## config.mk

```make
export PLATFORM = sky130hd
export DESIGN_NAME = dma_win_decode
export DESIGN_NICKNAME = d
export VERILOG_FILES = /design/src/rtl/dwd_pkg.sv /design/src/rtl/dwd_regfile.sv /design/src/rtl/dwd_match.sv /design/src/rtl/dwd_prio.sv /design/src/rtl/dma_win_decode.sv
export SDC_FILE = /design/constraint.sdc
export NUM_CORES = 1
export LEC_CHECK = 0
export BUFFER_PORTS_ARGS = -buffer_cell sky130_fd_sc_hd__buf_2
export CORE_ASPECT_RATIO = 0.75
export CORE_MARGIN = 5
export CORE_UTILIZATION = 60
export DETAILED_ROUTE_END_ITERATION = 7
export GPL_ROUTABILITY_DRIVEN = 0
export HOLD_SLACK_MARGIN = 0.06
export PLACE_DENSITY_LB_ADDON = 0.05
export SYNTH_ARGS = -nofsm -noshare
export SYNTH_HDL_FRONTEND = slang
export SYNTH_HIERARCHICAL = 1
export SYNTH_SLANG_ARGS = --single-unit
```

## constraint.sdc

```tcl
create_clock -name clk -period 3.4 [get_ports clk]
set_input_delay 0.85 -clock clk [delete_from_list [all_inputs] [get_ports clk]]
set_output_delay 0.85 -clock clk [all_outputs]
set_load 0.05 [all_outputs]
```

## src/rtl/dwd_pkg.sv

```systemverilog
package dwd_pkg;
   localparam int unsigned DWD_DW       = 32;
   localparam int unsigned DWD_GRAN     = 16;
   localparam int unsigned DWD_HI_W     = DWD_DW - DWD_GRAN;
   localparam int unsigned DWD_ATTR_W   = 8;
   localparam int unsigned DWD_ATTR_LSB = 8;
   localparam int unsigned DWD_PERM_LSB = 16;

   typedef struct packed {
      logic [DWD_HI_W-1:0]   base_hi;
      logic [DWD_ATTR_W-1:0] attr;
      logic [DWD_HI_W-1:0]   mask_hi;
      logic                  en;
      logic                  rd_ok;
      logic                  wr_ok;
   } dwd_win_t;
endpackage

```

## src/rtl/dwd_regfile.sv

```systemverilog
module dwd_regfile
   import dwd_pkg::*;
#(
   parameter int unsigned NUM_WIN = 4,
   parameter int unsigned RA_W    = 4
) (
   input  logic                  clk,
   input  logic                  rst_n,
   input  logic                  we,
   input  logic [RA_W-1:0]       addr,
   input  logic [DWD_DW-1:0]     wdata,
   output logic [DWD_DW-1:0]     rdata,
   output dwd_win_t [NUM_WIN-1:0] win_o
);
   localparam int unsigned OFS_CTL  = 0;
   localparam int unsigned OFS_OVR  = 1;
   localparam int unsigned OFS_BASE = 2;
   localparam int unsigned OFS_MASK = 2 + NUM_WIN;
   localparam int unsigned N_WORDS  = 2 + 2 * NUM_WIN;

   if (N_WORDS > (1 << RA_W)) begin : g_bad_map
      $error("dwd_regfile: register map does not fit RA_W");
   end

   logic [NUM_WIN-1:0]   en_q;
   logic [2*NUM_WIN-1:0] perm_q;
   logic [DWD_DW-1:0]    ovr_q;

   always_ff @(posedge clk or negedge rst_n) begin
      if (!rst_n) begin
         en_q   <= '0;
         perm_q <= '0;
         ovr_q  <= '0;
      end else if (we) begin
         if (addr == RA_W'(OFS_CTL)) begin
            en_q   <= wdata[NUM_WIN-1:0];
            perm_q <= wdata[DWD_PERM_LSB +: 2*NUM_WIN];
         end
         if (addr == RA_W'(OFS_OVR)) ovr_q <= wdata;
      end
   end

   for (genvar i = 0; i < NUM_WIN; i++) begin : g_win
      logic [DWD_HI_W-1:0]   base_q;
      logic [DWD_ATTR_W-1:0] attr_q;
      logic [DWD_HI_W-1:0]   mask_q;

      always_ff @(posedge clk or negedge rst_n) begin
         if (!rst_n) begin
            base_q <= '0;
            attr_q <= '0;
            mask_q <= '0;
         end else if (we) begin
            if (addr == RA_W'(OFS_BASE + i)) begin
               base_q <= wdata[DWD_DW-1 -: DWD_HI_W];
               attr_q <= wdata[DWD_ATTR_LSB +: DWD_ATTR_W];
            end
            if (addr == RA_W'(OFS_MASK + i)) mask_q <= wdata[DWD_DW-1 -: DWD_HI_W];
         end
      end

      assign win_o[i].base_hi = base_q;
      assign win_o[i].attr    = attr_q;
      assign win_o[i].mask_hi = mask_q;
      assign win_o[i].en      = en_q[i];
      assign win_o[i].rd_ok   = perm_q[2*i];
      assign win_o[i].wr_ok   = perm_q[2*i+1];
   end

   always_comb begin
      rdata = '0;
      if (addr == RA_W'(OFS_CTL)) begin
         rdata[NUM_WIN-1:0]                 = en_q;
         rdata[DWD_PERM_LSB +: 2*NUM_WIN]   = perm_q;
      end
      if (addr == RA_W'(OFS_OVR)) rdata = ovr_q;
      for (int k = 0; k < NUM_WIN; k++) begin
         if (addr == RA_W'(OFS_BASE + k)) begin
            rdata[DWD_DW-1 -: DWD_HI_W]        = win_o[k].base_hi;
            rdata[DWD_ATTR_LSB +: DWD_ATTR_W]  = win_o[k].attr;
         end
         if (addr == RA_W'(OFS_MASK + k))
            rdata[DWD_DW-1 -: DWD_HI_W] = win_o[k].mask_hi;
      end
   end


   ovr_no_effect_chk: assert property (@(posedge clk) disable iff (!rst_n)
      (we && addr == RA_W'(OFS_OVR)) |=> $stable(win_o));
endmodule

```

## src/rtl/dwd_match.sv

```systemverilog
module dwd_match
   import dwd_pkg::*;
#(
   parameter int unsigned NUM_WIN = 4
) (
   input  logic                   clk,
   input  logic                   rst_n,
   input  logic [DWD_HI_W-1:0]    addr_hi,
   input  dwd_win_t [NUM_WIN-1:0] win_i,
   output logic [NUM_WIN-1:0]     hit_vec
);
   for (genvar i = 0; i < NUM_WIN; i++) begin : g_cmp
      logic [DWD_HI_W-1:0] diff;
      assign diff       = (addr_hi ^ win_i[i].base_hi) & ~win_i[i].mask_hi;
      assign hit_vec[i] = win_i[i].en && (diff == '0);


      dis_no_hit_chk: assert property (@(posedge clk) disable iff (!rst_n)
         !win_i[i].en |-> !hit_vec[i]);
   end
endmodule

```

## src/rtl/dwd_prio.sv

```systemverilog
module dwd_prio #(
   parameter int unsigned NUM_WIN = 4,
   localparam int unsigned IDX_W = (NUM_WIN > 1) ? $clog2(NUM_WIN) : 1
) (
   input  logic               clk,
   input  logic               rst_n,
   input  logic [NUM_WIN-1:0] req,
   output logic               any,
   output logic [IDX_W-1:0]   idx
);
   if (NUM_WIN == 1) begin : g_single
      assign any = req[0];
      assign idx = '0;
   end else begin : g_scan
      always_comb begin
         any = 1'b0;
         idx = '0;
         for (int k = NUM_WIN - 1; k >= 0; k--) begin
            if (req[k]) begin
               any = 1'b1;
               idx = IDX_W'(k);
            end
         end
      end
   end


   low_wins_chk: assert property (@(posedge clk) disable iff (!rst_n)
      req[0] |-> (any && idx == '0));
endmodule

```

## src/rtl/dma_win_decode.sv

```systemverilog
module dma_win_decode
   import dwd_pkg::*;
#(
   parameter int unsigned NUM_WIN = 4,
   parameter int unsigned RA_W    = 4,
   localparam int unsigned IDX_W  = (NUM_WIN > 1) ? $clog2(NUM_WIN) : 1
) (
   input  logic                  clk,
   input  logic                  rst_n,
   input  logic                  reg_we,
   input  logic [RA_W-1:0]       reg_addr,
   input  logic [DWD_DW-1:0]     reg_wdata,
   output logic [DWD_DW-1:0]     reg_rdata,
   input  logic                  lk_valid,
   input  logic [DWD_DW-1:0]     lk_addr,
   input  logic                  lk_write,
   output logic                  rs_valid,
   output logic                  rs_hit,
   output logic                  rs_miss,
   output logic [IDX_W-1:0]      rs_win,
   output logic [DWD_ATTR_W-1:0] rs_attr,
   output logic                  rs_viol
);
   if (NUM_WIN < 1 || NUM_WIN > 8) begin : g_bad_count
      $error("dma_win_decode: NUM_WIN must be 1..8");
   end

   dwd_win_t [NUM_WIN-1:0] win;
   logic [NUM_WIN-1:0]     hit_vec;
   logic                   any_hit;
   logic [IDX_W-1:0]       sel;
   dwd_win_t               chosen;
   logic                   allowed;

   dwd_regfile #(.NUM_WIN(NUM_WIN), .RA_W(RA_W)) u_regs (
      .clk(clk), .rst_n(rst_n), .we(reg_we), .addr(reg_addr),
      .wdata(reg_wdata), .rdata(reg_rdata), .win_o(win));

   dwd_match #(.NUM_WIN(NUM_WIN)) u_match (
      .clk(clk), .rst_n(rst_n),
      .addr_hi(lk_addr[DWD_DW-1 -: DWD_HI_W]), .win_i(win), .hit_vec(hit_vec));

   dwd_prio #(.NUM_WIN(NUM_WIN)) u_prio (
      .clk(clk), .rst_n(rst_n), .req(hit_vec), .any(any_hit), .idx(sel));

   assign chosen  = win[sel];
   assign allowed = lk_write ? chosen.wr_ok : chosen.rd_ok;

   always_ff @(posedge clk or negedge rst_n) begin
      if (!rst_n) begin
         rs_valid <= 1'b0;
         rs_hit   <= 1'b0;
         rs_miss  <= 1'b0;
         rs_win   <= '0;
         rs_attr  <= '0;
         rs_viol  <= 1'b0;
      end else begin
         rs_valid <= lk_valid;
         rs_hit   <= lk_valid && any_hit;
         rs_miss  <= lk_valid && !any_hit;
         rs_win   <= (lk_valid && any_hit) ? sel : '0;
         rs_attr  <= (lk_valid && any_hit) ? chosen.attr : '0;
         rs_viol  <= lk_valid && any_hit && !allowed;
      end
   end


   result_follows_chk: assert property (@(posedge clk) disable iff (!rst_n)
      lk_valid |=> rs_valid);

   idle_quiet_chk: assert property (@(posedge clk) disable iff (!rst_n)
      !rs_valid |-> (!rs_hit && !rs_miss && !rs_viol && rs_attr == '0));

   miss_clean_chk: assert property (@(posedge clk) disable iff (!rst_n)
      rs_miss |-> (!rs_hit && !rs_viol && rs_attr == '0 && rs_win == '0));

   viol_needs_hit_chk: assert property (@(posedge clk) disable iff (!rst_n)
      rs_viol |-> rs_hit);
endmodule

```

==> results.sh, run 1 <==
export IMPL_syn_area_per_cell_um2=12.4
export IMPL_cts_sinks=218
export IMPL_cts_tree="yes"
export IMPL_synthDominantCellAreaShare_pct=46.7
export IMPL_yosys_warnings=6
export IMPL_clock_root_buffer="clkbuf_16"
export IMPL_drt_total_wl_um=32500
export IMPL_hold_path_class="in -> async"
export IMPL_synthesis_nets=1018
export IMPL_post_place_ws_ns=-0.0256
export IMPL_io_buffers=102
export IMPL_power_uw=8240
export IMPL_h_tree_depth=1
export IMPL_numCtsBuffers=23
export IMPL_ir_worst_vdd_mv=0.480
export IMPL_p_per_area_nw_per_um2=611
export IMPL_dpl_cell_area_um2=12600
export IMPL_leakage_uw=0.00603
export IMPL_fin_crit_sh_pct=98.9
export IMPL_start_util_pct=60.6
export IMPL_clock_latency_ns=0.51
export IMPL_multi_input_area_um2=5670
export IMPL_drive_gt1_share_pct=41.5
export IMPL_max_freq_mhz=298
export IMPL_die_width_um=171
export IMPL_dieArea_um2=22400
export IMPL_grt_overflow=0
export IMPL_yosysUniqueCellTypes=72
export IMPL_area_growth_pct=15.5
export IMPL_dieHeight_um=131
export IMPL_cts_max_path_buffers=3
export IMPL_synth_top_area_cell="dfrtp_1"
export IMPL_end_kind="output pin"
export IMPL_cp_max_fo=11
export IMPL_nets=1129
export IMPL_clkTransAtPathRegs_ns=0.06
export IMPL_status="finished clean"
export IMPL_synth_edf_count=0
export IMPL_worstMarginPinSlew_ns=0.616
export IMPL_std_cell_rows=44
export IMPL_clock_skew_ns=0.0141
export IMPL_dp_final_hpwl_um=22700
export IMPL_setup_ws_ns=0.0389
export IMPL_maxSlewViolCount=0
export IMPL_fin_crit_ns=3.36
export IMPL_layout_area_seq_um2=5460
export IMPL_rsz0062_at_grt="no"
export IMPL_worstPathArrival_ns=2.51
export IMPL_wl_per_cell_um=24.6
export IMPL_ys_seq_area_share_pct=46.7
export IMPL_startpoint_type="primary input"
export IMPL_grt_pass1_vias=8518
export IMPL_synth_cell_area_um2=11700
export IMPL_drt_iter0_drc=903
export IMPL_io_pins=119
export IMPL_grt_antenna_before_repair=0
export IMPL_postRouteAntennaNets=0
export IMPL_synthFlopType="dfrtp_1"
export IMPL_fin_area_um2=13500
export IMPL_synth_common_cells="dfrtp_1 (218), mux2_2 (184), xnor2_1 (64)"
export IMPL_slew_limit_headroom_pct=58.8
export IMPL_antennaDiodeCount=0
export IMPL_final_hold_viol_count=0
export IMPL_first_pass_iters=6
export IMPL_grt_usage_pct=29.5
export IMPL_criticalPathCategory="in -> out"
export IMPL_drc=0
export IMPL_yosysMostFrequentCell="dfrtp_1"
export IMPL_nFillCells=1493
export IMPL_synthTopCellsByArea="dfrtp_1 (47%), mux2_2 (18%), xnor2_1 (4.8%)"
export IMPL_grt_max_degree=77
export IMPL_postSynthCellCount=945
export IMPL_max_cap_violations=0
export IMPL_setup_viol=0
export IMPL_core_area_um2=19300
export IMPL_synth_seq_cells=218
export IMPL_required_ns=2.55
export IMPL_vias_per_cell=6.30
export IMPL_grt_pass1_wl_um=50500
export IMPL_vias=8345
export IMPL_async_flop_share_pct=100
## state kept, by name, indices dropped and copies added, names as in the netlist
name,flops
rs_valid,1
u_regs/perm_q,8
rs_hit,1
rs_attr,8
u_regs/g_win.attr_q,32
rs_viol,1
rs_miss,1
u_regs/ovr_q,32
u_regs/g_win.mask_q,64
u_regs/g_win.base_q,64
u_regs/en_q,4
rs_win,2
## cell usage in the layout (no fill, tap or decap), types with 8 or more instances in the layout
master,instances
dfrtp_1,218
mux2_2,184
buf_2,99
xnor2_1,64
buf_4,57
o22ai_1,39
o21ai_0,33
mux2i_1,31
nor2_1,30
and3_1,23
clkbuf_16,23
a21oi_1,22
mux2_4,20
nand2_1,17
and2_1,13
buf_12,12
nand2b_1,12
a22oi_1,11
inv_1,10
o21ai_1,8
a21o_1,8
a221oi_1,8
## repair_timing
item | in CTS | in global routing
resized for setup | 0 | 2
endpoints found under the setup margin | 0 | 2
setup buffers | 0 | 2
hold buffers | 0 | 0
## cell families after synthesis
group,after synthesis,synth area share (%)
compound gates,179,10.3
xor+xnor,65,4.88
buf+inv,94,4.99
flops,218,46.7
mux,250,25.5
simple gates,139,7.57
## per-layer routing
metal  wire (um)  part of all wire [%]  vias up  track usage [%]
li1            -                     -     3721                -
met1       14700                    45     4222             44.5
met2       14300                    44      338             44.5
met3        2790                   8.6       64             5.80
met4         721                   2.2        0             6.85
met5           0                     0        -                0
## worst paths after layout
check	slack (ns)	cells after the start	from	end
worst max-delay path	0.04	8	reg_addr[2]	reg_rdata[14]
worst max register to register	0.52	10	u_regs/g_win[2].base_q[10]$_DFFE_PN0P_	rs_viol$_DFF_PN0_
worst min register to register	0.50	1	u_regs/ovr_q[19]$_DFFE_PN0P_	u_regs/ovr_q[19]$_DFFE_PN0P_
max in group asynchronous	2.29	2	rst_n	u_regs/g_win[1].base_q[10]$_DFFE_PN0P_
worst min-delay path	0.32	1	rst_n	u_regs/perm_q[2]$_DFFE_PN0P_
min in group clk	0.49	1	lk_valid	rs_valid$_DFF_PN0_
## report_power, final
part           switching, uW  internal [uW]  leakage [uW]  total (uW)
logic                    874            966       0.00293        1840
clock network           1030           1700      0.000408        2730
registers                500           3170       0.00269        3670
total                   2400           5830       0.00603        8240
## cell type report
class,count,share of cell area [%]
multi-input combinational,633,42.1
sequential,218,40.4
timing repair buffer,169,8.74
clock buffer,28,4.70
tap,253,2.35
clock inverter,12,1.39
inverter,11,0.306
## stage by stage
stage / hold slack [ns] / std cells / util, % / setup TNS (ns)
after detailed placement: 0.482 / 1282 / 65.6 / -0.0256
after global routing: 0.375 / 1324 / 70.0 / 0
after global placement: 0.474 / 1282 / 65.6 / -0.0366
after CTS: 0.340 / 1322 / 69.9 / 0
after floorplan: 0.464 / 945 / - / 0
final: 0.323 / 1324 / 70.0 / 0
## worst max-delay path, cell delays in order
cell,delay [ns]
buf_2,0.23
buf_4,0.23
nand2b_2,0.13
nor2_4,0.36
buf_4,0.20
nand2_1,0.05
o21ai_1,0.14
buf_2,0.31
Power figures use the tool's default switching activity.
==> run 2: changes to the inputs <==
Settings changed: RECOVER_POWER set to 25.
==> run 2 against run 1 <==
Compared with the run above:
- total power barely moved
- register-to-register slack barely moved
- the run now ends with capacitance limit, slew limit left
- hold slack improved by 0.18 ns
- non-clock buffer count did not move
- die area did not move
==> results.sh, run 2 (synthesized netlist as in run 1, its figures left out) <==
export IMPL_drive_gt1_share_pct=41.5
export IMPL_cp_max_fo=11
export IMPL_drt_iter0_drc=914
export IMPL_largestRegisters="u_regs/g_win.base_q x64, u_regs/g_win.mask_q x64"
export IMPL_nFillCells=1496
export IMPL_final_core_util_pct=69.9
export IMPL_startpoint_type="primary input"
export IMPL_die_width_um=171
export IMPL_dieArea_um2=22400
export IMPL_p_per_area_nw_per_um2=612
export IMPL_clock_root_buffer="clkbuf_16"
export IMPL_grt_pass1_vias=8518
export IMPL_nets=1129
export IMPL_vias=8397
export IMPL_grt_usage_pct=29.5
export IMPL_core_area_um2=19300
export IMPL_leakage_uw=0.00602
export IMPL_io_buffers=102
export IMPL_antennaDiodeCount=0
export IMPL_grt_max_degree=77
export IMPL_reg2reg_depth=10
export IMPL_r2r_start="u_regs/g_win[2].base_q[10]$_DFFE_PN0P_"
export IMPL_clock_latency_ns=0.51
export IMPL_worstMarginPinSlew_ns=2.00
export IMPL_cts_sinks=218
export IMPL_cts_hold_buf=0
export IMPL_vias_per_cell=6.34
export IMPL_area_growth_pct=15.3
export IMPL_status="finished, violations left"
export IMPL_first_pass_iters=6
export IMPL_max_cap_violations=1
export IMPL_reg2reg_to="rs_viol$_DFF_PN0_"
export IMPL_hold_path_class="reg -> reg"
export IMPL_slew_limit_headroom_pct=-33.5
export IMPL_min_to="u_regs/ovr_q[19]$_DFFE_PN0P_"
export IMPL_fin_area_um2=13500
export IMPL_io_pins=119
export IMPL_ir_worst_vdd_mv=0.480
export IMPL_drc=0
export IMPL_clkTransAtPathRegs_ns=0.06
export IMPL_violations="capacitance limit, slew limit"
export IMPL_postRouteAntennaNets=0
export IMPL_final_hold_viol_count=0
export IMPL_grt_antenna_before_repair=0
export IMPL_rsz0062_at_grt="no"
export IMPL_setup_viol=0
export IMPL_cts_tree="yes"
export IMPL_criticalPathCategory="in -> out"
export IMPL_maxSlewViolCount=76
export IMPL_h_tree_depth=1
export IMPL_numCtsBuffers=23
export IMPL_worstPathArrival_ns=2.51
export IMPL_rrSetupSlack_ns=0.52
export IMPL_fin_crit_ns=3.36
export IMPL_hp_start="u_regs/ovr_q[19]$_DFFE_PN0P_"
export IMPL_layout_commonest_cell="dfrtp_1"
export IMPL_crit_start="reg_addr[2]"
export IMPL_dp_final_hpwl_um=22700
export IMPL_clock_skew_ns=0.0165
export IMPL_mostFrequentLayoutCells="dfrtp_1 (218), mux2_2 (184), buf_2 (98), xnor2_1 (64), buf_4 (56)"
export IMPL_cts_max_path_buffers=3
export IMPL_std_cell_rows=44
export IMPL_dpl_cell_area_um2=12600
export IMPL_end_kind="output pin"
export IMPL_dieHeight_um=131
export IMPL_drt_total_wl_um=32500
export IMPL_required_ns=2.55
export IMPL_max_freq_mhz=298
export IMPL_whs_path_depth=1
export IMPL_grt_pass1_wl_um=50500
export IMPL_start_util_pct=60.6
export IMPL_grt_overflow=0
export IMPL_fin_crit_sh_pct=98.8
export IMPL_wl_per_cell_um=24.6
## run 2: changes by cell type in the layout (fill, tap and decap cells not counted)
cell / before / now
buf_12: 12 / 11
clkbuf_1: 1 / 2
clkbuf_2: 0 / 2
buf_2: 99 / 98
buf_8: 1 / 0
buf_4: 57 / 56
clkbuf_4: 0 / 1
## run 2: critical path, stage by stage
cell	delay, ns
buf_2	0.23
buf_4	0.23
nand2b_2	0.13
nor2_4	0.35
buf_4	0.20
nand2_1	0.05
o21ai_1	0.14
buf_2	0.31
## run 2: worst max-delay path by stage
stage                              to  cells past startpoint
floorplan               reg_rdata[25]                      6
global placement    rs_viol$_DFF_PN0_                     11
detailed placement  rs_viol$_DFF_PN0_                     11
CTS                     reg_rdata[14]                      8
global route            reg_rdata[25]                      8
finish                  reg_rdata[14]                      8
## run 2: layer usage
| layer | vias up | wire length, um | GRT usage [%] |
|---|---|---|---|
| li1 | 3720 | - | - |
| met1 | 4265 | 14800 | 44.5 |
| met2 | 350 | 14400 | 44.5 |
| met3 | 62 | 2690 | 5.80 |
| met4 | 0 | 693 | 6.85 |
| met5 | - | 0 | 0 |
## run 2: timing repair
action,CTS,global route
resized for setup,0,2
setup endpoints to repair,0,2
hold endpoints to repair,0,0
setup buffers,0,2
## run 2: area by class of cell
cell class	count	area (um^2)	share of cell area (%)
clock buffer	28	634	4.71
clock inverter	12	188	1.39
inverter	11	41.3	0.307
multi-input combinational	633	5670	42.1
sequential	218	5460	40.5
tap	253	317	2.35
timing repair buffer	169	1150	8.56
## run 2: metrics by stage
step | worst slack (ns) | instances | total power [uW] | setup TNS (ns) | hold WS, ns
2_1_floorplan | 0.0182 | 945 | 4900 | 0 | 0.464
3_3_place_gp | -0.0366 | 1282 | 5450 | -0.0366 | 0.474
3_5_place_dp | -0.0256 | 1282 | 5510 | -0.0256 | 0.482
4_1_cts | 0.0209 | 1322 | 8250 | 0 | 0.340
5_1_grt | 0.0154 | 1324 | 8580 | 0 | 0.515
6_report | 0.0395 | 1324 | 8230 | 0 | 0.500
## run 2: where the power goes
part / leakage (uW) / switching, uW / total, uW / internal [uW]
logic: 0.00292 / 874 / 1840 / 963
clock network: 0.000408 / 1030 / 2730 / 1700
registers: 0.00269 / 500 / 3670 / 3170
==> run 3: changes to the inputs <==
Settings changed: CELL_PAD_IN_SITES_DETAIL_PLACEMENT set to 0, CELL_PAD_IN_SITES_GLOBAL_PLACEMENT set to 1, CORE_UTILIZATION 60 to 49.
==> run 3 against run 2 <==
Compared with the run above:
- the run still ends with capacitance limit, slew limit left
- wire length increased by 7.9%
- core utilization decreased by 11 points
- hold slack got worse by 0.0088 ns
- clock power decreased by 5%
- final cell count increased by 4.8%
- first-iteration DRC count decreased by 20%
- combinational power about the same
- global-route usage decreased by 3.5 points
- critical path depth decreased by 1
- total power decreased by 1.2%
- count of clock-buffer cells in the layout increased by 11
- sequential power about the same
- largest power group unchanged
==> results.sh, run 3 (synthesized netlist as in run 1, its figures left out) <==
export IMPL_dp_cells=1345
export IMPL_largestRegisters="u_regs/g_win.base_q x64, u_regs/g_win.mask_q x64"
export IMPL_clock_skew_ns=0.0198
export IMPL_setup_ws_ns=0.0438
export IMPL_vias_per_cell=6.08
export IMPL_worstMarginPinSlew_ns=1.54
export IMPL_slew_limit_headroom_pct=-2.91
export IMPL_grt_pass1_wl_um=53700
export IMPL_cts_max_path_buffers=3
export IMPL_cts_tree="yes"
export IMPL_io_pins=119
export IMPL_h_tree_depth=1
export IMPL_start_util_pct=50.2
export IMPL_layout_commonest_cell="dfrtp_1"
export IMPL_mostFrequentLayoutCells="dfrtp_1 (218), mux2_2 (184), buf_2 (96), buf_4 (65), xnor2_1 (64)"
export IMPL_core_area_um2=23200
export IMPL_criticalPathCategory="in -> out"
export IMPL_tns_ns=0
export IMPL_status="finished, violations left"
export IMPL_drc=0
export IMPL_clkTransAtPathRegs_ns=0.06
export IMPL_dp_final_hpwl_um=24500
export IMPL_p_per_area_nw_per_um2=595
export IMPL_cp_max_fo=8
export IMPL_antennaDiodeCount=0
export IMPL_postRouteAntennaNets=0
export IMPL_max_cap_violations=1
export IMPL_drt_iter0_drc=733
export IMPL_grt_overflow=0
export IMPL_leakage_uw=0.00609
export IMPL_dieHeight_um=144
export IMPL_required_ns=2.55
export IMPL_grt_usage_pct=26.0
export IMPL_end_kind="output pin"
export IMPL_violations="capacitance limit, slew limit"
export IMPL_clock_root_buffer="clkbuf_16"
export IMPL_hold_path_class="reg -> reg"
export IMPL_max_freq_mhz=298
export IMPL_stdcell_count=1388
export IMPL_grt_antenna_before_repair=1
export IMPL_startpoint_type="primary input"
export IMPL_final_hold_viol_count=0
export IMPL_grt_pass1_vias=8622
export IMPL_cts_sinks=218
export IMPL_numCtsBuffers=23
export IMPL_die_width_um=188
export IMPL_std_cell_rows=48
export IMPL_maxSlewViolCount=57
export IMPL_ir_worst_vdd_mv=0.344
export IMPL_drt_total_wl_um=35100
export IMPL_rsz0062_at_grt="no"
export IMPL_grt_max_degree=69
export IMPL_worstPathArrival_ns=2.51
export IMPL_setup_viol=0
export IMPL_first_pass_iters=5
export IMPL_area_growth_pct=17.1
export IMPL_post_place_ws_ns=-0.0403
export IMPL_fin_crit_ns=3.36
export IMPL_vias=8437
export IMPL_cts_hold_buf=0
export IMPL_fin_crit_sh_pct=98.7
export IMPL_wl_per_cell_um=25.3
export IMPL_nets=1144
export IMPL_clock_latency_ns=0.52
export IMPL_io_buffers=102
export IMPL_drive_gt1_share_pct=42.0
export IMPL_dieArea_um2=27000
[run 3: cell count changes in the layout (fill, tap and decap cells not counted), moves of 2 or more]
cell,delta
buf_2,-2
buf_4,+9
clkinv_2,-5
clkbuf_8,+6
clkbuf_4,+3
bufinv_16,-4
clkbuf_1,+5
buf_12,+5
[run 3: worst paths after layout]
kind / from / endpoint / slack [ns] / cells past startpoint
max reg2reg: u_regs/g_win[2].base_q[8]$_DFFE_PN0P_ / rs_viol$_DFF_PN0_ / 0.52 / 10
max: reg_addr[0] / reg_rdata[17] / 0.04 / 7
min reg2reg: u_regs/ovr_q[19]$_DFFE_PN0P_ / u_regs/ovr_q[19]$_DFFE_PN0P_ / 0.49 / 1
max in group asynchronous: rst_n / u_regs/g_win[3].base_q[11]$_DFFE_PN0P_ / 0.55 / 2
min: u_regs/ovr_q[19]$_DFFE_PN0P_ / u_regs/ovr_q[19]$_DFFE_PN0P_ / 0.49 / 1
min in group asynchronous: rst_n / u_regs/g_win[2].attr_q[0]$_DFFE_PN0P_ / 0.70 / 1
[run 3: metrics by stage]
stage / util (%) / area (um^2) / hold slack [ns] / total power, uW
2_1_floorplan: - / 11700 / 0.464 / 4900
3_3_place_gp: 55.5 / 12900 / 0.474 / 5510
3_5_place_dp: 55.5 / 12900 / 0.482 / 5560
4_1_cts: 58.9 / 13700 / 0.251 / 8180
5_1_grt: 58.8 / 13700 / 0.510 / 8520
6_report: 58.8 / 13700 / 0.491 / 8130
[run 3: worst max-delay path: stages]
cell,delay [ns]
buf_2,0.18
nor2b_4,0.20
buf_4,0.16
a221oi_1,0.39
o221ai_1,0.21
a31oi_2,0.22
buf_2,0.29
[run 3: repair_timing]
| action | 4_1_cts | 5_1_grt |
|---|---|---|
| setup buffers | 0 | 1 |
| gates resized for setup | 1 | 5 |
| pin swaps | 0 | 1 |
| cloned | 0 | 0 |
| endpoints found under the setup margin | 1 | 10 |
[run 3: layout make-up]
| class | instances | area (um^2) |
|---|---|---|
| fillers | 2004 | 9580 |
| clock buffers | 39 | 736 |
| well taps | 300 | 375 |
| repair buffers | 184 | 1340 |
| clock inverters | 3 | 43.8 |
| multi-input cells | 633 | 5680 |
| flip-flops and latches | 218 | 5460 |
| inverters | 11 | 41.3 |
[run 3: power by group]
part           total, uW  internal (uW)  leakage [uW]  switching [uW]
Sequential          3670           3170       0.00269             504
Clock               2600           1540      0.000385            1050
Combinational       1870            983       0.00301             884
[run 3: per-layer routing]
| metal | wire (um) | share of wire [%] | GRT usage [%] |
|---|---|---|---|
| met5 | 7 | 0.020 | 0 |
| met4 | 790 | 2.3 | 5.21 |
| met3 | 2270 | 6.5 | 4.44 |
| met2 | 15100 | 43 | 38.8 |
| met1 | 16900 | 48 | 40.2 |
